## src/rtl/irc_pkg.sv

```systemverilog
package irc_pkg;

    localparam int VEC_W  = 8;
    localparam int DATA_W = 32;
    localparam int ADDR_W = 8;

    localparam logic [ADDR_W-1:0] IDX_ID  = 8'h00;
    localparam logic [ADDR_W-1:0] IDX_VER = 8'h01;
    localparam logic [ADDR_W-1:0] IDX_ARB = 8'h02;
    localparam logic [ADDR_W-1:0] IDX_TAB = 8'h10;

    localparam logic [7:0] VER_CODE = 8'h20;

    typedef struct packed {
        logic             masked;
        logic             level;
        logic [2:0]       dmode;
        logic [VEC_W-1:0] vector;
    } redir_t;

    localparam redir_t REDIR_RESET = '{masked: 1'b1, level: 1'b0, dmode: 3'd0, vector: '0};

    function automatic logic [ADDR_W-1:0] entry_index(int unsigned n);
        return IDX_TAB + ADDR_W'(2 * n);
    endfunction

    function automatic logic [DATA_W-1:0] entry_word(redir_t e, logic in_service);
        logic [DATA_W-1:0] w;
        w        = '0;
        w[7:0]   = e.vector;
        w[10:8]  = e.dmode;
        w[14]    = in_service;
        w[15]    = e.level;
        w[16]    = e.masked;
        return w;
    endfunction

    function automatic logic [DATA_W-1:0] version_word(int unsigned lines);
        logic [DATA_W-1:0] w;
        w        = '0;
        w[23:16] = 8'(lines - 1);
        w[7:0]   = VER_CODE;
        return w;
    endfunction

endpackage

```

## src/rtl/irc_regfile.sv

```systemverilog
module irc_regfile
    import irc_pkg::*;
#(
    parameter int NUM_LINES = 4
) (
    input  logic                        clk,
    input  logic                        rst,
    input  logic [ADDR_W-1:0]           addr,
    input  logic                        wr,
    input  logic [DATA_W-1:0]           wdata,
    input  logic [NUM_LINES-1:0]        in_service,
    output logic [DATA_W-1:0]           rdata,
    output redir_t [NUM_LINES-1:0]      entries
);

    localparam logic [DATA_W-1:0] VERSION = version_word(NUM_LINES);

    logic [3:0]                 id_q;
    logic [3:0]                 arb_q;
    redir_t [NUM_LINES-1:0]     entry_q;
    logic                       unused_wbits;

    assign unused_wbits = ^{wdata[31:28], wdata[23:17], wdata[14:11]};

    always_ff @(posedge clk) begin
        if (rst) begin
            id_q  <= '0;
            arb_q <= '0;
            for (int i = 0; i < NUM_LINES; i++) begin
                entry_q[i] <= REDIR_RESET;
            end
        end else if (wr) begin
            if (addr == IDX_ID) begin
                id_q  <= wdata[27:24];
                arb_q <= wdata[27:24];
            end
            for (int i = 0; i < NUM_LINES; i++) begin
                if (addr == entry_index(i)) begin
                    entry_q[i] <= '{masked: wdata[16], level: wdata[15],
                                    dmode: wdata[10:8], vector: wdata[7:0]};
                end
            end
        end
    end

    always_comb begin
        rdata = '0;
        if (addr == IDX_ID) begin
            rdata[27:24] = id_q;
        end else if (addr == IDX_VER) begin
            rdata = VERSION;
        end else if (addr == IDX_ARB) begin
            rdata[27:24] = arb_q;
        end
        for (int i = 0; i < NUM_LINES; i++) begin
            if (addr == entry_index(i)) begin
                rdata = entry_word(entry_q[i], in_service[i]);
            end
        end
    end

    assign entries = entry_q;

    p_arb_direct_ignored_r3: assert property (@(posedge clk) disable iff (rst)
        (wr && addr == IDX_ARB) |=> (arb_q == $past(arb_q)));

    p_id_write_field_r1: assert property (@(posedge clk) disable iff (rst)
        (wr && addr == IDX_ID) |=> (id_q == $past(wdata[27:24]) && arb_q == id_q));

endmodule

```

## src/rtl/irc_source.sv

```systemverilog
module irc_source
    import irc_pkg::*;
(
    input  logic             clk,
    input  logic             rst,
    input  logic             irq,
    input  redir_t           cfg,
    input  logic             eoi_valid,
    input  logic [VEC_W-1:0] eoi_vector,
    input  logic             grant,
    output logic             req,
    output logic             in_service
);

    logic irq_q;
    logic edge_pend;
    logic rpend_q;
    logic rise;

    assign rise = irq && !irq_q;

    always_ff @(posedge clk) begin
        if (rst) begin
            irq_q     <= 1'b0;
            edge_pend <= 1'b0;
            rpend_q   <= 1'b0;
        end else begin
            irq_q <= irq;

            if (cfg.level) begin
                edge_pend <= 1'b0;
            end else if (rise && !cfg.masked) begin
                edge_pend <= 1'b1;
            end else if (grant) begin
                edge_pend <= 1'b0;
            end

            if (!cfg.level) begin
                rpend_q <= 1'b0;
            end else if (grant) begin
                rpend_q <= 1'b1;
            end else if (eoi_valid && eoi_vector == cfg.vector) begin
                rpend_q <= 1'b0;
            end
        end
    end

    always_comb begin
        if (cfg.level) begin
            req = irq && !cfg.masked && !rpend_q;
        end else begin
            req = edge_pend && !cfg.masked;
        end
    end

    assign in_service = rpend_q;

    p_masked_edge_dropped_r6: assert property (@(posedge clk) disable iff (rst)
        $rose(edge_pend) |-> $past(!cfg.masked && irq));

    p_inservice_from_accept_r10: assert property (@(posedge clk) disable iff (rst)
        $rose(rpend_q) |-> $past(grant));

    p_inservice_cleared_by_eoi_r8: assert property (@(posedge clk) disable iff (rst)
        ($fell(rpend_q) && $past(cfg.level)) |-> $past(eoi_valid && eoi_vector == cfg.vector));

endmodule

```

## src/rtl/irc_dispatch.sv

```systemverilog
module irc_dispatch
    import irc_pkg::*;
#(
    parameter int NUM_LINES = 4
) (
    input  logic                    clk,
    input  logic                    rst,
    input  logic [NUM_LINES-1:0]    req,
    input  redir_t [NUM_LINES-1:0]  cfgs,
    input  logic                    msg_ready,
    output logic                    msg_valid,
    output logic [VEC_W-1:0]        msg_vector,
    output logic                    msg_level,
    output logic [NUM_LINES-1:0]    grant
);

    localparam int LINE_W = (NUM_LINES > 1) ? $clog2(NUM_LINES) : 1;

    logic              out_valid;
    logic [LINE_W-1:0] out_line;
    logic [VEC_W-1:0]  out_vec;
    logic              out_lvl;
    logic [LINE_W-1:0] pick;
    logic              any_req;

    always_comb begin
        pick    = '0;
        any_req = |req;
        for (int i = NUM_LINES - 1; i >= 0; i--) begin
            if (req[i]) begin
                pick = LINE_W'(i);
            end
        end
    end

    always_ff @(posedge clk) begin
        if (rst) begin
            out_valid <= 1'b0;
            out_line  <= '0;
            out_vec   <= '0;
            out_lvl   <= 1'b0;
        end else if (out_valid) begin
            if (msg_ready) begin
                out_valid <= 1'b0;
            end
        end else if (any_req) begin
            out_valid <= 1'b1;
            out_line  <= pick;
            out_vec   <= cfgs[pick].vector;
            out_lvl   <= cfgs[pick].level;
        end
    end

    always_comb begin
        grant = '0;
        if (out_valid && msg_ready) begin
            grant[out_line] = 1'b1;
        end
    end

    assign msg_valid  = out_valid;
    assign msg_vector = out_vec;
    assign msg_level  = out_lvl;

    p_hold_until_ready_r12: assert property (@(posedge clk) disable iff (rst)
        (msg_valid && !msg_ready) |=> (msg_valid && $stable(msg_vector) && $stable(msg_level)));

    p_single_grant_r11: assert property (@(posedge clk) disable iff (rst)
        $onehot0(grant));

    p_idle_picks_up_r11: assert property (@(posedge clk) disable iff (rst)
        (!msg_valid && any_req) |=> msg_valid);

endmodule

```

## src/rtl/intr_redirect.sv

```systemverilog
module intr_redirect
    import irc_pkg::*;
#(
    parameter int NUM_LINES = 4
) (
    input  logic                 clk,
    input  logic                 rst,
    input  logic [NUM_LINES-1:0] irq_in,
    input  logic [7:0]           reg_addr,
    input  logic                 reg_wr,
    input  logic [31:0]          reg_wdata,
    output logic [31:0]          reg_rdata,
    input  logic                 eoi_valid,
    input  logic [7:0]           eoi_vector,
    output logic                 msg_valid,
    input  logic                 msg_ready,
    output logic [7:0]           msg_vector,
    output logic                 msg_level
);

    redir_t [NUM_LINES-1:0] entries;
    logic [NUM_LINES-1:0]   in_service;
    logic [NUM_LINES-1:0]   req;
    logic [NUM_LINES-1:0]   grant;

    irc_regfile #(.NUM_LINES(NUM_LINES)) u_regs (
        .clk        (clk),
        .rst        (rst),
        .addr       (reg_addr),
        .wr         (reg_wr),
        .wdata      (reg_wdata),
        .in_service (in_service),
        .rdata      (reg_rdata),
        .entries    (entries)
    );

    for (genvar g = 0; g < NUM_LINES; g++) begin : g_line
        irc_source u_src (
            .clk        (clk),
            .rst        (rst),
            .irq        (irq_in[g]),
            .cfg        (entries[g]),
            .eoi_valid  (eoi_valid),
            .eoi_vector (eoi_vector),
            .grant      (grant[g]),
            .req        (req[g]),
            .in_service (in_service[g])
        );
    end

    irc_dispatch #(.NUM_LINES(NUM_LINES)) u_disp (
        .clk        (clk),
        .rst        (rst),
        .req        (req),
        .cfgs       (entries),
        .msg_ready  (msg_ready),
        .msg_valid  (msg_valid),
        .msg_vector (msg_vector),
        .msg_level  (msg_level),
        .grant      (grant)
    );

endmodule

```

## config.mk

```make
export PLATFORM = sky130hd
export DESIGN_NAME = intr_redirect
export DESIGN_NICKNAME = d
export VERILOG_FILES = /design/src/rtl/irc_pkg.sv /design/src/rtl/irc_regfile.sv /design/src/rtl/irc_source.sv /design/src/rtl/irc_dispatch.sv /design/src/rtl/intr_redirect.sv
export SDC_FILE = /design/constraint.sdc
export NUM_CORES = 1
export LEC_CHECK = 0
export CELL_PAD_IN_SITES_DETAIL_PLACEMENT = 1
export CELL_PAD_IN_SITES_GLOBAL_PLACEMENT = 1
export CORE_MARGIN = 3
export CORE_UTILIZATION = 48
export CTS_CLUSTER_DIAMETER = 100
export DETAILED_ROUTE_END_ITERATION = 12
export DONT_BUFFER_PORTS = 1
export PLACE_DENSITY = 0.84
export SLEW_MARGIN = 20
export SYNTH_ARGS = -nofsm -noshare
export SYNTH_HDL_FRONTEND = slang
export SYNTH_SLANG_ARGS = --single-unit
```

## constraint.sdc

```tcl
create_clock -name clk -period 2.1 [get_ports clk]
set_clock_uncertainty 0.1 [all_clocks]
set_input_delay 0 -clock clk [delete_from_list [all_inputs] [get_ports clk]]
set_output_delay 0 -clock clk [all_outputs]
set_load 0.1 [all_outputs]
```

# Word level (Yosys, flattened, before mapping)

Cells that the tools add are included.

Bits in registers: 80
Bits of input ports: 57
Output and inout bits: 42
Word-level logic and storage cells: 154

Magnitude comparators: 3
Equality and inequality tests: 10
Muxes and demuxes: 41
Bitwise gates (word level): 5
Reductions and logical operators: 62

Operators with widths:

| kind                                                                                | count |
|---|---|
| 28-bit two-way mux                                                                  | 4 |
| 18-bit two-way mux                                                                  | 2 |
| 8-bit by 5-bit == test with 1-bit output, second input constant                     | 4 |
| 8-bit == test                                                                       | 4 |
| 13-bit binary-select mux with 2-bit select                                          | 1 |
| 1-bit logical AND                                                                   | 26 |
| 1-bit two-way mux                                                                   | 24 |
| 4-bit two-way mux                                                                   | 4 |
| 2-bit nonzero test                                                                  | 8 |
| 2-bit OR reduction                                                                  | 8 |
| 1-bit logical NOT                                                                   | 12 |
| 12-bit two-way mux                                                                  | 1 |
| 2-bit AND reduction                                                                 | 6 |
| 8-bit by 1-bit == test with 1-bit output, second input constant                     | 1 |
| 8-bit by 2-bit == test with 1-bit output, second input constant                     | 1 |
| 8-bit logical NOT                                                                   | 1 |
| 2-bit two-way mux                                                                   | 4 |
| 2-bit by 3-bit less-than comparator with 1-bit output, second input constant        | 2 |
| 1-bit NOT                                                                           | 5 |
| 4-bit OR reduction                                                                  | 1 |
| 1-bit demux with 2-bit select                                                       | 1 |
| 2-bit by 1-bit greater-or-equal comparator with 1-bit output, second input constant | 1 |

# Depth between registers and ports, before layout

Depth after elaboration: 10
Gate-level depth with buffers: 7
Gate-level depth less buffers: 5

# By module

A second synthesis with hierarchy kept.

Cells, all modules: 461
Area, all modules: 4548.1 um^2

Modules (own cells, without submodules):

| module       | instances | cells each | area each (um^2) | seq. area each (um^2) |
|---|---|---|---|---|
| irc_regfile  | 1         | 280        | 2967.8           | 1121.1 |
| irc_source   | 4         | 25         | 211.5            | 60.1 |
| irc_dispatch | 1         | 81         | 734.5            | 240.2 |

# Worst setup path after synthesis

OpenSTA, ideal clock, no wires.

Path type: input -> output
Start point: input port reg_addr[1]
End point: output port reg_rdata[16]
Arrival: 2.897 ns
Data required time: 2.000 ns
Setup slack: -0.897 ns
Stages: 4
Path buffers: 2
Path through: clkbuf_1 -> buf_1 -> mux2i_1 -> o21ai_0

Longest elaborated chain between the ends: 7
Elaborated cells on any way between the ends: 12
Classes of those cells: eq/ne: 5; mux: 6; reduce/logical: 1

Ends and longest elaborated chain:

| what                                     | line                | RTL |
|---|---|---|
| start, declared                          | intr_redirect.sv:9  | `input logic [7:0] reg_addr,` |
| 8-bit by 1-bit == test with 1-bit output | irc_regfile.sv:50   | `end else if (addr == IDX_VER) begin` |
| 18-bit two-way mux                       | irc_regfile.sv:50   |  |
| 18-bit two-way mux                       | irc_regfile.sv:48   | `if (addr == IDX_ID) begin` |
| 28-bit two-way mux (3 in series)         | irc_regfile.sv:56   | `if (addr == entry_index(i)) begin` |
| 28-bit two-way mux (*)                   | irc_regfile.sv:56   |  |
| end, declared                            | intr_redirect.sv:12 | `output logic [31:0] reg_rdata,` |

Every way passes the cells marked *; elsewhere a longest branch is shown, timed or not.

# Worst setup path after layout

Start point: register u_regs.entry_q, in the netlist u_regs.entries[25]
End point: register u_disp.out_vec[3] (netlist: u_disp.msg_vector[3])

Longest elaborated chain between the ends: 8
Elaborated cells on any way between the ends: 11
Classes of those cells: mux: 5; reduce/logical: 6

Ends and longest elaborated chain:

| what                                       | line                               | RTL |
|---|---|---|
| start, declared                            | irc_regfile.sv:20                  | `redir_t [NUM_LINES-1:0] entry_q;` |
| start signal, assigned by index            | irc_regfile.sv:39                  | `entry_q[i] <= '{masked: wdata[16], level: wdata[15],` |
| 1-bit logical NOT (*)                      | irc_source.sv:50, irc_source.sv:52 |  |
| 1-bit logical AND (2 in series)            | irc_source.sv:50                   | `req = irq && !cfg.masked && !rpend_q;` |
| 1-bit two-way mux (*)                      | irc_source.sv:49                   | `if (cfg.level) begin` |
| 2-bit two-way mux (2 in series)            | irc_dispatch.sv:30                 | `if (req[i]) begin` |
| 13-bit binary-select mux with 2-bit select | irc_dispatch.sv:49                 | `out_vec <= cfgs[pick].vector;` |
| 12-bit two-way mux                         | n/a                                |  |
| end signal, assigned                       | irc_dispatch.sv:49                 |  |
| end, declared                              | irc_dispatch.sv:21                 | `logic [VEC_W-1:0] out_vec;` |

Every way passes the cells marked *; elsewhere a longest branch is shown, timed or not. The select of a mux whose other input is x is not followed.
A chain may end at the register's enable or synchronous reset.

==> run summary <==
Mapped cell area - 4310 um^2
TritonCTS buffer count - 9
Total power - 3.14 mW
Power per cell area - 571 nW/um^2
Filler cell count - 937
Required time worst endpoint - 2240 ps
Total Routing Usage GR - 30.1%
Area Overhead vs Synth - 27.5%
Core Util, Final - 65.0%
CTS tree - built
Routed Antenna Nets - 0
Final HPWL from detailed placement - 9.25 mm
Worst hold path class - primary input to flop
# diodes - 0
Setup bufs post-CTS - 0
Total vias in the final route - 3887
Layout cells sized above 1 - 19.5%
Synth Instances - 465
WL per Instance - 23.3 um
DR iter-0 viols - 141
Achievable clock frequency - 496 MHz
CTS HTree Levels - 3
Placed cells - 592
Hold Fails Final Rpt - 0
Chip width - 101 um
Sequential share of the synthesized area - 37.1%
FFs w/ async S/R, synth - 0%
Fin cells - 643
Final Max Tran Viols - 0
Yosys reg bits - 80
Hold WS - 38.9 ps
Residual DRC count - 0
Worst-path clk slew - 80 ps
Critical Path Source Type - flop
Crit-path max FO - 7
WP data arrival - 2160 ps
Io pins - 99
Slew @ Worst Pin - 495 ps
Vias in the first global route - 4373
Die height - 101 um
Core area - 8460 um^2
Endpoint class of the critical path - flop
Placer congestion estimate - 0.865
Final setup fails - 0
IO Port Bufs - 0
CP max-delay cell - dfxtp_1
Starting Density - 51.0%
Fin crit share - 96.0%
GRT overflow - 0
Skew-Pair Late Insertion Delay - 350 ps
Routed vias/inst - 6.05
Ys flop type - dfxtp_1
First-pass GRT wire length - 23.3 mm
Delay-heaviest family, CP - simple AND/OR/NAND/NOR gates
Worst vdd ir - 0.000428 V
R2R Setup Slk - 80 ps
Initial antenna violation count - 0
Final WL - 15.0 mm
EDFF count, synth - 0
Post-DP Area - 4850 um^2
Ys Warns - 0
Clk sinks - 80
Detailed-router iteration count before antenna repair - 4
Clock Root Buffer - clkbuf_8
Tmin final - 2020 ps
Largest net degree at the start of global routing - 74
P_leak - 2.18 nW
Unrepaired setup endpoints after global routing - no
Yosys cell types - 52
Largest buffer count on any clock path - 2
Max-cap violations - 0
Crit-path max cell delay - 420 ps
Post-Layout Inst Area - 5500 um^2
Nets - 590
Relative slew slack - 66.8%
Syn Area/Cell - 9.28 um^2
CP cell instances - nor2_1, a31oi_4, nand4_1, nor3b_2, buf_4, a32o_1
Buffers & Inverters on Critical Path - 1
Status - completed
Rows - 33
Worst setup path class - flop to flop
Area of the die - 10200 um^2
through the flow:
stage	setup slack, ps	setup TNS, ps
after floorplan	-473	-5180
after global placement	234	0
after detailed placement	162	0
after CTS	88.0	0
after global routing	9.59	0
final	84.7	0
synth_stat cells (11+ instances only):
| master | n | area share, % |
|---|---|---|
| a21oi_1 | 15 | 1.7 |
| buf_4 | 13 | 2.3 |
| clkbuf_1 | 12 | 1.0 |
| dfxtp_1 | 80 | 37 |
| mux2i_1 | 78 | 18 |
| nand2b_1 | 11 | 1.6 |
| nor2_1 | 72 | 6.3 |
| nor3_1 | 16 | 1.9 |
| o21ai_0 | 15 | 1.7 |
| o22ai_1 | 13 | 1.9 |
| xor2_1 | 28 | 5.7 |
final timing paths:
| check | to | cells after the start | startpoint |
|---|---|---|---|
| min reg2reg | u_disp.msg_vector[4]$_SDFFE_PP0P_ | 1 | u_disp.msg_vector[4]$_SDFFE_PP0P_ |
| max reg2reg | u_disp.msg_vector[3]$_SDFFE_PP0P_ | 6 | u_regs.entries[25]$_SDFFE_PP1P_ |
| min | u_regs.entries[25]$_SDFFE_PP1P_ | 3 | reg_addr[2] |
| max | u_disp.msg_vector[3]$_SDFFE_PP0P_ | 6 | u_regs.entries[25]$_SDFFE_PP1P_ |
per-layer routing:
| layer | GRT usage [%] | up-vias | part of all wire (%) |
|---|---|---|---|
| li1 | - | 1764 | - |
| met1 | 33.2 | 1935 | 38 |
| met2 | 54.9 | 129 | 53 |
| met3 | 6.09 | 59 | 5.0 |
| met4 | 14.0 | 0 | 4.4 |
| met5 | 0 | - | 0 |
layout make-up:
class / count / area [um^2] / share of cell area, %
well taps: 105 / 131 / 2.39
multi-input cells: 349 / 2610 / 47.5
flip-flops and latches: 80 / 1600 / 29.1
clock buffers: 14 / 173 / 3.14
clock inverters: 2 / 60.1 / 1.09
inverters: 9 / 33.8 / 0.614
repair buffers: 84 / 886 / 16.1
tightest hold or removal path, cell delays in order:
cell and delay, ps:
nor4b_4 30, nand3_2 250, a211o_1 180
cells in the final DEF (no fill, tap or decap), types with 4 or more instances in the layout:
cell,synthesis,layout
buf_12,1,12
conb_1,1,13
clkbuf_8,0,12
nor2_1,72,70
nor2b_1,6,6
o21ai_0,15,13
nand2_1,5,5
mux2i_1,78,78
nor3_1,16,16
a21oi_1,15,15
dlygate4sd3_1,0,34
xnor2_1,4,4
nor3b_1,6,5
o221a_2,8,8
dfxtp_1,80,79
and2_1,4,4
a32o_1,9,9
or2b_1,4,4
buf_4,13,37
o41ai_1,4,4
nor4_1,4,4
inv_1,9,9
o22ai_2,0,12
xor2_1,28,28
nand2b_1,11,10
power by group:
group | internal (mW) | switching (mW)
clock network | 0.770 | 0.568
logic | 0.0866 | 0.193
registers | 1.52 | 0.00287
total | 2.38 | 0.764
flip-flops by register name (all words and copies together) (netlist names):
register,flops
u_disp.out_line,2
u_disp.msg_level,1
u_regs.entries,52
u_disp.msg_vector,8
u_regs.id_q,4
g_line.u_src.in_service,4
g_line.u_src.irq_q,4
u_disp.msg_valid,1
g_line.u_src.edge_pend,4
what timing repair did:
action,in CTS,in global routing
endpoints found under the setup margin,0,9
hold endpoints to repair,80,0
resized for setup,0,8
hold buffers,35,0
cell families after synthesis:
logic type | after synthesis | share of synthesized area [%]
compound gates | 76 | 12.8
xor+xnor | 32 | 6.50
buf+inv | 48 | 6.32
flops | 80 | 37.1
mux | 78 | 18.1
other cells | 1 | 0.0869
simple gates | 150 | 19.1
Power figures use the tool's default switching activity.
